--- src/rtl/line_sync_pkg.sv ---
package line_sync_pkg;

  typedef enum logic [1:0] {BP_IDLE, BP_WAIT, BP_GATE} bp_state_e;

  function automatic int unsigned hs_width(int unsigned cpu);
    return 5 * cpu;
  endfunction

  function automatic int unsigned bp_delay(int unsigned cpu);
    int unsigned d;
    d = (3 * cpu + 9) / 10;
    return (d == 0) ? 1 : d;
  endfunction

  function automatic int unsigned bp_width(int unsigned cpu);
    return (47 * cpu) / 10;
  endfunction

  // line period in cycles; 525-line standard is 63.5 us, 625-line is 64 us
  function automatic int unsigned line_len(int unsigned cpu, bit use_525);
    return ((use_525 ? 127 : 128) * cpu) / 2;
  endfunction

  function automatic int unsigned hold_len(int unsigned cpu, bit use_525);
    return (3 * line_len(cpu, use_525)) / 4;
  endfunction

endpackage

--- src/rtl/csync_cond.sv ---
module csync_cond (
  input  logic clk_i,
  input  logic rst_ni,
  input  logic csync_ni,
  output logic fall_o,
  output logic rise_o
);
  logic [2:0] sh_q;
  logic       lvl_q;
  logic       lvl_d;

  // new level only once two consecutive synced samples agree
  always_comb lvl_d = (sh_q[1] == sh_q[2]) ? sh_q[1] : lvl_q;

  always_ff @(posedge clk_i or negedge rst_ni) begin
    if (!rst_ni) begin
      sh_q  <= '1;
      lvl_q <= 1'b1;
    end else begin
      sh_q  <= {sh_q[1:0], csync_ni};
      lvl_q <= lvl_d;
    end
  end

  assign fall_o = lvl_q & ~lvl_d;
  assign rise_o = ~lvl_q & lvl_d;
endmodule

--- src/rtl/line_hs_disc.sv ---
module line_hs_disc #(
  parameter int unsigned HS_W = 50,
  parameter int unsigned HOLD = 480
) (
  input  logic clk_i,
  input  logic rst_ni,
  input  logic fall_i,
  output logic hs_on_o
);
  localparam int unsigned GW = $clog2(HOLD + 1);
  localparam int unsigned PW = $clog2(HS_W + 1);

  logic          armed_q;
  logic [GW-1:0] gap_q;
  logic          hs_on_q;
  logic [PW-1:0] hs_cnt_q;
  logic          accept;

  assign accept = fall_i & armed_q;

  always_ff @(posedge clk_i or negedge rst_ni) begin
    if (!rst_ni) begin
      armed_q  <= 1'b1;
      gap_q    <= '0;
      hs_on_q  <= 1'b0;
      hs_cnt_q <= '0;
    end else if (accept) begin
      armed_q  <= 1'b0;
      gap_q    <= '0;
      hs_on_q  <= 1'b1;
      hs_cnt_q <= PW'(HS_W - 1);
    end else begin
      if (!armed_q) begin
        gap_q <= gap_q + 1'b1;
        // arm so an edge exactly HOLD cycles after the last one is taken
        if (gap_q == GW'(HOLD - 2)) armed_q <= 1'b1;
      end
      if (hs_on_q) begin
        if (hs_cnt_q == '0) hs_on_q <= 1'b0;
        else                hs_cnt_q <= hs_cnt_q - 1'b1;
      end
    end
  end

  assign hs_on_o = hs_on_q;
endmodule

--- src/rtl/bp_gate.sv ---
module bp_gate
  import line_sync_pkg::*;
#(
  parameter int unsigned DLY = 3,
  parameter int unsigned WID = 47
) (
  input  logic clk_i,
  input  logic rst_ni,
  input  logic rise_i,
  output logic gate_o
);
  localparam int unsigned MAXC = (DLY > WID) ? DLY : WID;
  localparam int unsigned CW   = $clog2(MAXC + 1);

  bp_state_e     st_q;
  logic [CW-1:0] cnt_q;

  always_ff @(posedge clk_i or negedge rst_ni) begin
    if (!rst_ni) begin
      st_q  <= BP_IDLE;
      cnt_q <= '0;
    end else begin
      unique case (st_q)
        BP_IDLE: if (rise_i) begin
          st_q  <= BP_WAIT;
          cnt_q <= CW'(DLY - 1);
        end
        BP_WAIT: if (cnt_q == '0) begin
          st_q  <= BP_GATE;
          cnt_q <= CW'(WID - 1);
        end else begin
          cnt_q <= cnt_q - 1'b1;
        end
        BP_GATE: if (cnt_q == '0) st_q <= BP_IDLE;
                 else             cnt_q <= cnt_q - 1'b1;
        default: st_q <= BP_IDLE;
      endcase
    end
  end

  assign gate_o = (st_q == BP_GATE);
endmodule

--- src/rtl/line_sync_gen.sv ---
module line_sync_gen
  import line_sync_pkg::*;
#(
  parameter int unsigned CYC_PER_US = 10,
  parameter bit          USE_525    = 1'b0
) (
  input  logic clk_i,
  input  logic rst_ni,
  input  logic csync_ni,
  output logic hsync_no,
  output logic bkpch_no
);
  localparam int unsigned HS_W = hs_width(CYC_PER_US);
  localparam int unsigned HOLD = hold_len(CYC_PER_US, USE_525);
  localparam int unsigned BP_D = bp_delay(CYC_PER_US);
  localparam int unsigned BP_W = bp_width(CYC_PER_US);

  logic fall, rise, hs_on, gate;

  csync_cond u_cond (
    .clk_i   (clk_i),
    .rst_ni  (rst_ni),
    .csync_ni(csync_ni),
    .fall_o  (fall),
    .rise_o  (rise)
  );

  line_hs_disc #(.HS_W(HS_W), .HOLD(HOLD)) u_hs (
    .clk_i  (clk_i),
    .rst_ni (rst_ni),
    .fall_i (fall),
    .hs_on_o(hs_on)
  );

  bp_gate #(.DLY(BP_D), .WID(BP_W)) u_bp (
    .clk_i (clk_i),
    .rst_ni(rst_ni),
    .rise_i(rise),
    .gate_o(gate)
  );

  assign hsync_no = ~hs_on;
  assign bkpch_no = ~gate;
endmodule

--- config.mk ---
export PLATFORM = sky130hd
export DESIGN_NAME = line_sync_gen
export DESIGN_NICKNAME = d
export VERILOG_FILES = /design/src/rtl/line_sync_pkg.sv /design/src/rtl/csync_cond.sv /design/src/rtl/line_hs_disc.sv /design/src/rtl/bp_gate.sv /design/src/rtl/line_sync_gen.sv
export SDC_FILE = /design/constraint.sdc
export NUM_CORES = 1
export LEC_CHECK = 0
export BUFFER_PORTS_ARGS = -buffer_cell sky130_fd_sc_hd__buf_2
export CAP_MARGIN = 20
export CORE_MARGIN = 5
export CORE_UTILIZATION = 46
export DETAILED_ROUTE_END_ITERATION = 8
export GPL_ROUTABILITY_DRIVEN = 1
export PLACE_DENSITY = 0.62
export SLEW_MARGIN = 20
export SYNTH_ARGS = -nofsm -noshare
export SYNTH_HDL_FRONTEND = slang
export SYNTH_SLANG_ARGS = --single-unit
--- constraint.sdc ---
create_clock -name clk_i -period 2 [get_ports clk_i]
set_input_delay 0.3 -clock clk_i [delete_from_list [all_inputs] [get_ports clk_i]]
set_output_delay 0.3 -clock clk_i [all_outputs]
set_load 0.02 [all_outputs]
==> summary.txt, run 1 <==
CTS
  – Inserted Clock Buffers: 5
  – Worst-skew pair later-pin latency: 0.32 ns
  – Root buf cell: clkbuf_4
  – Hold-fix buffers, CTS: 1
  – H-Tree Depth: 2
  – Clock tree buffer depth: 2
  – CTS tree: yes
  – CTS clk-pin slew, worst paths: 0.08 ns
  – Post_cts resized: 0
  – Clock Sinks: 29
  – Post-CTS setup buffers: 0

Global route
  – Grt total ovfl: 0
  – Vias in the first global route: between 1000 and 1500
  – Total GRT Usage: 14.0%
  – First-pass GRT wire length: ~4700 um
  – Initial antenna violation count: 0
  – Largest net degree at the start of global routing: 30

Timing
  – Worst-Margin Slew: 0.635 ns
  – Min cycle time layout: approximately 1.7 ns
  – Worst Clk Skew: 0.00850 ns
  – Slew HR: 57.7%
  – Slew Viols, Final: 0
  – RSZ-0062 raised after global routing: no
  – Final setup vio count: 0
  – Max Clock Freq: 575 MHz
  – Final Cycle Share: 87.0%
  – Final hold vios: 0
  – Setup TNS: 0 ns

Floorplanning
  – Die Wd: between 60 and 70 um
  – # IOs: 5
  – Die ar.: 4650 um^2
  – Initial Utilization: a little under half
  – Rows: 21
  – Core box area: ~3300 um^2
  – Die height: 68.2 um

Power and ir drop
  – Sw Pwr: ~650 uW
  – Part of the power in registers: 41.1%
  – Combinational share of power: 37.9%
  – Max IR drop VDD: around 0.00047 V
  – Tot Pwr: 1.76 mW
  – Clock power frac: 21.0%
  – Leak: around 0.76 nW
  – Power Dens Cells: 1040 nW/um^2
  – Net Sw Frac: 36.7%
  – Internal power: 1.12 mW

Yosys
  – Top-count cell post-synth: dfrtp_1
  – Post-Syn Area: 1560 um^2
  – Synthesized flop and latch total: 29
  – Mux share of post-synthesis cell area: between 2 and 2.5%
  – Post-Synth Adder-Cell Area: 8.67%
  – Syn Nets: 159
  – Syn_area_per_cell: 10.7 um^2
  – Synth area leaders: dfrtp_1 (39%), dfstp_2 (8.4%), ha_1 (8.0%)
  – Cell taking the most area after synthesis: dfrtp_1
  – Synth top area share: 38.5%
  – Synth Area in XOR/XNOR: 1.69%
  – Largest family of logic cells by synthesized area: simple AND/OR/NAND/NOR gates
  – Seq/Total Area, Yosys: a little under half
  – Post-synth top flop: dfrtp_1
  – Syn. warnings: 0
  – FFs w/ async S/R, synth: 100%
  – Post-synth top cells: dfrtp_1 (24), nand2_1 (14), inv_1 (13)
  – Syn Inst Count: 146
  – Synth unique cells: 44
  – Post-synthesis compound-gate area fraction: 17.2%
  – Number of flops mapped to enable cells by yosys: 0
  – Post-synthesis simple-gate area fraction: 20.1%

Critical path
  – Worst Path Max Fanout: 5
  – CP required: 1.70 ns
  – Reg2Reg Launch Point: u_bp.st_q[0]$_DFFE_PN0P_
  – Reg-to-reg critical path endpoint: u_bp.cnt_q[4]$_DFFE_PN0P_
  – R2R setup slack: around 0.3 ns
  – Crit path arrival time: 1.44 ns
  – R2R cell count: 6
  – Critical path class: flip-flop to output pin
  – Critical Path Start Type: flip-flop
  – CP Capture Type: output pin

Hold path
  – Class of the most critical hold timing path: primary input to flip-flop
  – Worst hold endpoint: u_cond.sh_q[0]$_DFF_PN1_
  – Hold path depth: 1
  – HP Start: csync_ni

Finish
  – Area Growth Syn to Fin: 9.15%
  – Antenna fix cells: 0
  – Final Net Count: 170
  – Fillers: 325
  – Layout cells sized above 1: between 10% and 20%

Route
  – Remaining antenna violation count: 0
  – DRC: 0
  – DRT Wirelength: 2670 um
  – Vias per cell: 5.33
  – DRT Pass-1 Iters: 4
  – Drt first-iter violations: 47
  – DR vias: 1087
  – WL/cell: 13.1 um

Place
  – Port bufs: 4
  – DP HPWL: between 1500 and 2000 um
  – Routability Congestion: 0.801

Run status
  – Status: complete, no violations

Run
  – Max Cap Violations: 0
## cells in the final DEF (no fill, tap or decap), drive strengths merged, types with 3 or more instances in the layout
cell     n
dfrtp   24
nand2   14
inv     13
ha      10
o21ai   10
nor2     9
clkbuf   8
nand3    5
dfstp    5
a21oi    5
o211ai   4
buf      4
or2      3
o221ai   3
o31ai    3
nand3b   3
## critical path, stage by stage, from the launching register on
cell and delay (ns):
dfrtp_1 0.40, inv_1 0.10, ha_1 0.25, inv_1 0.18, buf_2 0.20
## routing by layer
metal  up-vias  share of wire, %  track usage (%)
li1        543                 -                -
met1       525                50             17.6
met2        12                46             21.4
met3         7               2.9             4.93
met4         0               1.8             6.20
met5         -                 0                0
## final cells by class
cell class                 instances  area [um^2]  area share [%]
clock buffer                       8         58.8            3.46
multi-input combinational        103          774            45.5
sequential                        29          732            43.0
timing repair buffer               5         30.0            1.76
tap                               46         57.6            3.38
inverter                          13         48.8            2.87
## through the flow
| step | std cells | utilization, % | hold slack (ns) | setup slack, ns | cell area [um^2] |
|---|---|---|---|---|---|
| finish | 204 | 51.4 | 0.0771 | 0.260 | 1700 |
| global route | 204 | 51.4 | 0.0470 | 0.163 | 1700 |
| CTS | 204 | 51.4 | 0.0518 | 0.233 | 1700 |
| detailed placement | 195 | 49.3 | 0.354 | 0.296 | 1630 |
| global placement | 195 | 49.3 | 0.346 | 0.396 | 1630 |
| floorplan | 146 | - | 0.00441 | 0.490 | 1560 |
## power groups by stage
stage | clock [mW] | sequential [mW] | combinational [mW]
finish | 0.371 | 0.725 | 0.669
global route | 0.422 | 0.738 | 0.738
CTS | 0.398 | 0.725 | 0.672
detailed placement | 0 | 0.736 | 0.667
global placement | 0 | 0.732 | 0.639
floorplan | 0 | 0.720 | 0.537
## flip-flops by register name, indices dropped and copies added, names as in the netlist
name,count
u_bp.cnt_q,6
u_bp.st_q,2
u_cond.lvl_q,1
u_cond.sh_q,3
u_hs.armed_q,1
u_hs.gap_q,9
u_hs.hs_cnt_q,6
u_hs.hs_on_o,1
## worst max path at each step
stage | from | endpoint | slack [ns] | cells past startpoint
global route | u_bp.st_q[0]$_DFFE_PN0P_ | bkpch_no | 0.16 | 4
finish | u_bp.st_q[0]$_DFFE_PN0P_ | bkpch_no | 0.26 | 4
floorplan | u_bp.st_q[0]$_DFFE_PN0P_ | u_bp.cnt_q[4]$_DFFE_PN0P_ | 0.49 | 6
detailed placement | u_bp.st_q[0]$_DFFE_PN0P_ | u_bp.cnt_q[4]$_DFFE_PN0P_ | 0.30 | 6
global placement | u_bp.st_q[0]$_DFFE_PN0P_ | u_bp.cnt_q[4]$_DFFE_PN0P_ | 0.40 | 6
CTS | u_bp.st_q[0]$_DFFE_PN0P_ | bkpch_no | 0.23 | 4
## logic make-up after synthesis
| kind of cell | after synthesis |
|---|---|
| compound gates | 36 |
| xor+xnor | 3 |
| fa+ha+maj | 11 |
| buf+inv | 14 |
| flops | 29 |
| mux | 3 |
| simple gates | 50 |
Power figures use the tool's default switching activity.
==> run 2: changes to the inputs <==
Settings changed: CTS_BUF_LIST set to sky130_fd_sc_hd__clkbuf_16.
==> summary.txt, run 2 (synthesis results as in run 1) <==
Timing
  – Min cycle time layout: 1.70 ns (-0.0418 ns)
  – Slew HR: 57.7% (about the same)
  – Final Cycle Share: 84.9% (-2.1 points)
  – Worst-Margin Slew: 0.634 ns (-0.000591 ns)
  – Setup TNS: 0 ns (unchanged)
  – Final setup vio count: 0 (unchanged)
  – RSZ-0062 raised after global routing: no
  – Worst Clk Skew: 0.00606 ns (-0.00244 ns)
  – Final hold vios: 0 (unchanged)
  – Slew Viols, Final: 0 (unchanged)
  – Min Hold Slack: 0.0522 ns (-0.0249 ns)
  – Max Clock Freq: 589 MHz (+2.5%)

Finish
  – Area Growth Syn to Fin: 13.5%
  – Final Non-Filler Cells: 203 (-0.49%)
  – Antenna fix cells: 0 (unchanged)
  – Most frequent cells in the layout: dfrtp_1 (24), inv_1 (15), nand2_1 (14), ha_1 (10), nor2_1 (9)
  – Top Registers: u_hs.gap_q: 9 flops, u_bp.cnt_q: 6 flops, u_hs.hs_cnt_q: 6 flops
  – Final Net Count: 169 (-0.59%)
  – Commonest non-fill, non-tap cell in the layout: dfrtp_1
  – Top reg by flops: u_hs.gap_q
  – Layout cells sized above 1: 15.9% (-0.53 points)
  – Largest register FFs: 9 (unchanged)
  – Design Area, Final: 1770 um^2 (+4.0%)

Place
  – DP HPWL: 1950 um (unchanged)
  – Placed cell count: 195 (unchanged)
  – Routability Congestion: 0.801 (unchanged)
  – Port bufs: 4 (unchanged)
  – Post-DP Area: 1630 um^2 (unchanged)

Critical path
  – Crit path arrival time: 1.85 ns (+0.41 ns)
  – Critical Path Start Type: flip-flop
  – Worst Path Max Fanout: 6 (+1)
  – CP required: 2.15 ns (+0.45 ns)
  – R2R cell count: 6 (unchanged)
  – CP Capture Type: flip-flop
  – Critical path class: flip-flop to flip-flop

Floorplanning
  – # IOs: 5 (unchanged)
  – Die height: 68.2 um (unchanged)
  – Die ar.: 4650 um^2 (unchanged)
  – Initial Utilization: 47.1% (unchanged)
  – Die Wd: 68.2 um (unchanged)
  – Rows: 21 (unchanged)
  – Core box area: 3310 um^2 (unchanged)

Power and ir drop
  – Clock power frac: 32.7% (+12 points)
  – Part of the power in registers: 35.1% (-6.0 points)
  – Combinational share of power: 32.2% (-5.7 points)
  – Net Sw Frac: 33.0% (-3.7 points)
  – Leak: 0.801 nW (+4.9%)
  – Power Dens Cells: 1170 nW/um^2 (+13%)
  – Max IR drop VDD: 0.000461 V (-2.6%)
  – Sw Pwr: 683 uW (+5.6%)
  – Internal power: 1.39 mW (+24%)

CTS
  – Hold-fix buffers, CTS: 0 (-1)
  – Post_cts resized: 0 (unchanged)
  – H-Tree Depth: 2 (unchanged)
  – CTS tree: yes
  – Clock tree buffer depth: 2 (unchanged)
  – Clock Sinks: 29 (unchanged)
  – Worst-skew pair later-pin latency: 0.27 ns (-0.05 ns)
  – Inserted Clock Buffers: 5 (unchanged)
  – Post-CTS setup buffers: 0 (unchanged)
  – CTS clk-pin slew, worst paths: 0.05 ns (-0.03 ns)
  – Root buf cell: clkbuf_16

Route
  – Drt first-iter violations: 65 (+38%)
  – Remaining antenna violation count: 0 (unchanged)
  – DRC: 0 (unchanged)
  – DRT Pass-1 Iters: 4 (unchanged)
  – WL/cell: 13.5 um (+3.2%)
  – DRT Wirelength: 2740 um (+2.7%)
  – DR vias: 1095 (+0.74%)
  – Vias per cell: 5.39 (+1.2%)

Run
  – Max Cap Violations: 0 (unchanged)

Global route
  – Initial antenna violation count: 0 (unchanged)
  – First-pass GRT wire length: 4800 um (+1.6%)
  – Largest net degree at the start of global routing: 30 (unchanged)
  – Total GRT Usage: 14.0% (+0.069 points)
  – Vias in the first global route: 1082 (+2.1%)
  – Grt total ovfl: 0 (unchanged)

Run status
  – Status: complete, no violations

Hold path
  – Class of the most critical hold timing path: primary input to asynchronous set/reset pin
run 2: critical path, stage by stage (launching register included):
cell and delay, ns:
dfrtp_1 0.38, inv_1 0.10, ha_1 0.25, o21ai_1 0.37, o21bai_1 0.17, a21boi_0 0.09
a41o_1 0.22
run 2: final cells by class:
class / count / area, um^2
clock buffer: 5 / 125
clock inverter: 3 / 11.3
fill: 317 / 1540
inverter: 13 / 48.8
multi-input combinational: 103 / 774
sequential: 29 / 732
tap: 46 / 57.6
timing repair buffer: 4 / 20.0
run 2: metal layers:
| metal | part of all wire, % | vias to the layer above | global-route usage [%] |
|---|---|---|---|
| met5 | 0 | - | 0 |
| met4 | 1.4 | 0 | 6.20 |
| met3 | 3.1 | 4 | 3.94 |
| met2 | 46 | 15 | 22.4 |
| met1 | 49 | 533 | 17.6 |
| li1 | - | 543 | - |
run 2: final timing paths:
check,endpoint,start,slack (ns)
min in group clk_i,u_cond.sh_q[0]$_DFF_PN1_,csync_ni,0.13
worst max-delay path,u_bp.cnt_q[4]$_DFFE_PN0P_,u_bp.st_q[0]$_DFFE_PN0P_,0.30
max in group asynchronous,u_bp.cnt_q[0]$_DFFE_PN0P_,rst_ni,1.53
worst max register to register,u_bp.cnt_q[4]$_DFFE_PN0P_,u_bp.st_q[0]$_DFFE_PN0P_,0.30
worst min-delay path,u_bp.cnt_q[4]$_DFFE_PN0P_,rst_ni,0.05
worst min register to register,u_cond.sh_q[1]$_DFF_PN1_,u_cond.sh_q[0]$_DFF_PN1_,0.36
run 2: power by group through the flow:
stage          Sequential, mW  Clock, mW  Combinational (mW)
2_1_floorplan           0.720          0               0.537
6_report                0.728      0.678               0.667
4_1_cts                 0.727      0.699               0.670
3_3_place_gp            0.732          0               0.639
5_1_grt                 0.740      0.726               0.737
3_5_place_dp            0.736          0               0.667
run 2: metrics by stage:
step	util [%]	setup WS, ns	power, mW
floorplan	-	0.490	1.26
detailed placement	49.3	0.296	1.40
finish	53.4	0.302	2.07
global route	53.4	0.188	2.20
CTS	53.4	0.304	2.10
global placement	49.3	0.396	1.37
==> run 3: changes to the inputs <==
Clock period 2 ns to 1.68 ns, I/O delays scaled along.
==> summary.txt, run 3 (synthesis results as in run 1) <==
Critical path
  – Worst Path Max Fanout: 6 (unchanged)
  – CP required: 1.87 ns (-0.28 ns)
  – R2R cell count: 6 (unchanged)
  – Critical Path Start Type: flip-flop
  – Critical path class: flip-flop to flip-flop
  – Crit. Startpoint: u_bp.cnt_q[0]$_DFFE_PN0P_
  – CP Capture Type: flip-flop
  – CP max stage cell: dfrtp_1
  – Crit path arrival time: 1.81 ns (-0.04 ns)
  – Max incr delay on CP: 0.40 ns (+0.02 ns)
  – Reg-to-reg critical path endpoint: u_bp.cnt_q[1]$_DFFE_PN0P_
  – CP Capture Point: u_bp.cnt_q[1]$_DFFE_PN0P_
  – R2R setup slack: 0.07 ns (-0.23 ns)
  – Cell-by-cell trace of the critical path: inv_1, ha_1, nand2b_4, nand3b_2, o21ai_4, mux2i_1
  – Reg2Reg Launch Point: u_bp.cnt_q[0]$_DFFE_PN0P_

CTS
  – Hold-fix buffers, CTS: 0 (unchanged)
  – Post_cts resized: 0 (unchanged)
  – H-Tree Depth: 2 (unchanged)
  – CTS clk-pin slew, worst paths: 0.05 ns (about the same)
  – Post-CTS setup buffers: 0 (unchanged)
  – Clock Sinks: 29 (unchanged)
  – Clock tree buffer depth: 2 (unchanged)
  – Worst-skew pair later-pin latency: 0.27 ns (about the same)
  – Root buf cell: clkbuf_16
  – Inserted Clock Buffers: 5 (unchanged)
  – CTS tree: yes

Place
  – Routability Congestion: 0.801 (about the same)
  – Port bufs: 4 (unchanged)
  – DP HPWL: 1910 um (-1.9%)
  – Pre-CTS WS: 0.0892 ns (-0.206 ns)
  – Placed cell count: 197 (+1.0%)

Timing
  – Slew Viols, Final: 0 (unchanged)
  – Setup TNS: 0 ns (unchanged)
  – Worst-Margin Slew: 0.641 ns (+0.00648 ns)
  – Final Cycle Share: 95.9% (+11 points)
  – Slew HR: 57.3% (-0.43 points)
  – Final setup vio count: 0 (unchanged)
  – Min Hold Slack: 0.00215 ns (-0.0500 ns)
  – Max Clock Freq: 621 MHz (+5.4%)
  – RSZ-0062 raised after global routing: no
  – Final hold vios: 0 (unchanged)
  – Setup WS post-layout: 0.0691 ns (-0.233 ns)
  – Min cycle time layout: 1.61 ns (-0.0873 ns)
  – Worst Clk Skew: 0.00655 ns (+0.000495 ns)

Finish
  – Most frequent cells in the layout: dfrtp_1 (24), inv_1 (14), nand2_1 (14), ha_1 (10), nor2_1 (9)
  – Area Growth Syn to Fin: 15.4%
  – Final Non-Filler Cells: 205 (+0.99%)
  – Top Registers: u_hs.gap_q: 9 flops, u_bp.cnt_q: 6 flops, u_hs.hs_cnt_q: 6 flops
  – Layout cells sized above 1: 17.6% (+1.7 points)
  – Final Net Count: 171 (+1.2%)
  – Top reg by flops: u_hs.gap_q
  – Commonest non-fill, non-tap cell in the layout: dfrtp_1
  – Largest register FFs: 9 (unchanged)
  – Antenna fix cells: 0 (unchanged)

Global route
  – Largest net degree at the start of global routing: 30 (unchanged)
  – Total GRT Usage: 13.3% (-0.71 points)
  – First-pass GRT wire length: 4550 um (-5.2%)
  – Grt total ovfl: 0 (unchanged)
  – Vias in the first global route: 1059 (-2.1%)
  – Initial antenna violation count: 0 (unchanged)

Floorplanning
  – # IOs: 5 (unchanged)
  – Initial Utilization: 47.1% (unchanged)
  – Core box area: 3310 um^2 (unchanged)
  – Rows: 21 (unchanged)
  – Die Wd: 68.2 um (unchanged)
  – Die ar.: 4650 um^2 (unchanged)
  – Die height: 68.2 um (unchanged)

Route
  – DRT Wirelength: 2670 um (-2.5%)
  – Drt first-iter violations: 65 (unchanged)
  – DR vias: 1066 (-2.6%)
  – Vias per cell: 5.20 (-3.6%)
  – DRC: 0 (unchanged)
  – Remaining antenna violation count: 0 (unchanged)
  – WL/cell: 13.0 um (-3.5%)
  – DRT Pass-1 Iters: 4 (unchanged)

Power and ir drop
  – Power Dens Cells: 1410 nW/um^2 (+20%)
  – Leak: 0.814 nW (+1.6%)
  – Max IR drop VDD: 0.000745 V (+62%)
  – Tot Pwr: 2.53 mW (+22%)

Hold path
  – Class of the most critical hold timing path: primary input to asynchronous set/reset pin

Run status
  – Status: complete, no violations

Run
  – Max Cap Violations: 0 (unchanged)
## run 3: critical path, delay by kind of cell, from the launching register on
family / cells / cell delay (ns)
multiplexers: 1 / 0.20
buffers and inverters: 1 / 0.07
flip-flops: 1 / 0.40
adder cells (fa/ha/maj): 1 / 0.22
AO/OA/AOI/OAI: 1 / 0.23
AND/OR/NAND/NOR: 2 / 0.41
## run 3: report_power, final
part | total [mW] | leakage, nW | internal (mW) | switching (mW)
Clock | 0.805 | 0.0738 | 0.529 | 0.276
Sequential | 0.868 | 0.365 | 0.784 | 0.0840
Combinational | 0.860 | 0.375 | 0.383 | 0.477
## run 3: through the flow
stage	utilization (%)	cell area, um^2
4_1_cts	53.9	1780
2_1_floorplan	-	1560
3_3_place_gp	49.8	1650
5_1_grt	54.3	1800
6_report	54.3	1800
3_5_place_dp	49.8	1650
## run 3: worst min-delay path by stage
stage | start | end | slack [ns]
2_1_floorplan | rst_ni | u_bp.cnt_q[0]$_DFFE_PN0P_ | -0.04
3_3_place_gp | rst_ni | u_bp.cnt_q[4]$_DFFE_PN0P_ | 0.31
3_5_place_dp | rst_ni | u_bp.cnt_q[5]$_DFFE_PN0P_ | 0.33
4_1_cts | rst_ni | u_hs.hs_cnt_q[2]$_DFFE_PN0P_ | 0.03
5_1_grt | rst_ni | u_bp.cnt_q[4]$_DFFE_PN0P_ | 0.06
6_report | rst_ni | u_bp.cnt_q[4]$_DFFE_PN0P_ | 0.002
## run 3: area by class of cell
class	instances	area [um^2]
clock buffer	5	125
sequential	29	732
clock inverter	3	11.3
inverter	13	48.8
multi-input combinational	103	790
timing repair buffer	6	35.0
fill	305	1510
tap	46	57.6
## run 3: metal layers
| layer | vias up | routed length (um) | GRT usage [%] |
|---|---|---|---|
| li1 | 547 | - | - |
| met1 | 507 | 1330 | 16.4 |
| met2 | 9 | 1230 | 21.2 |
| met3 | 3 | 80 | 4.93 |
| met4 | 0 | 32 | 5.21 |
| met5 | - | 0 | 0 |
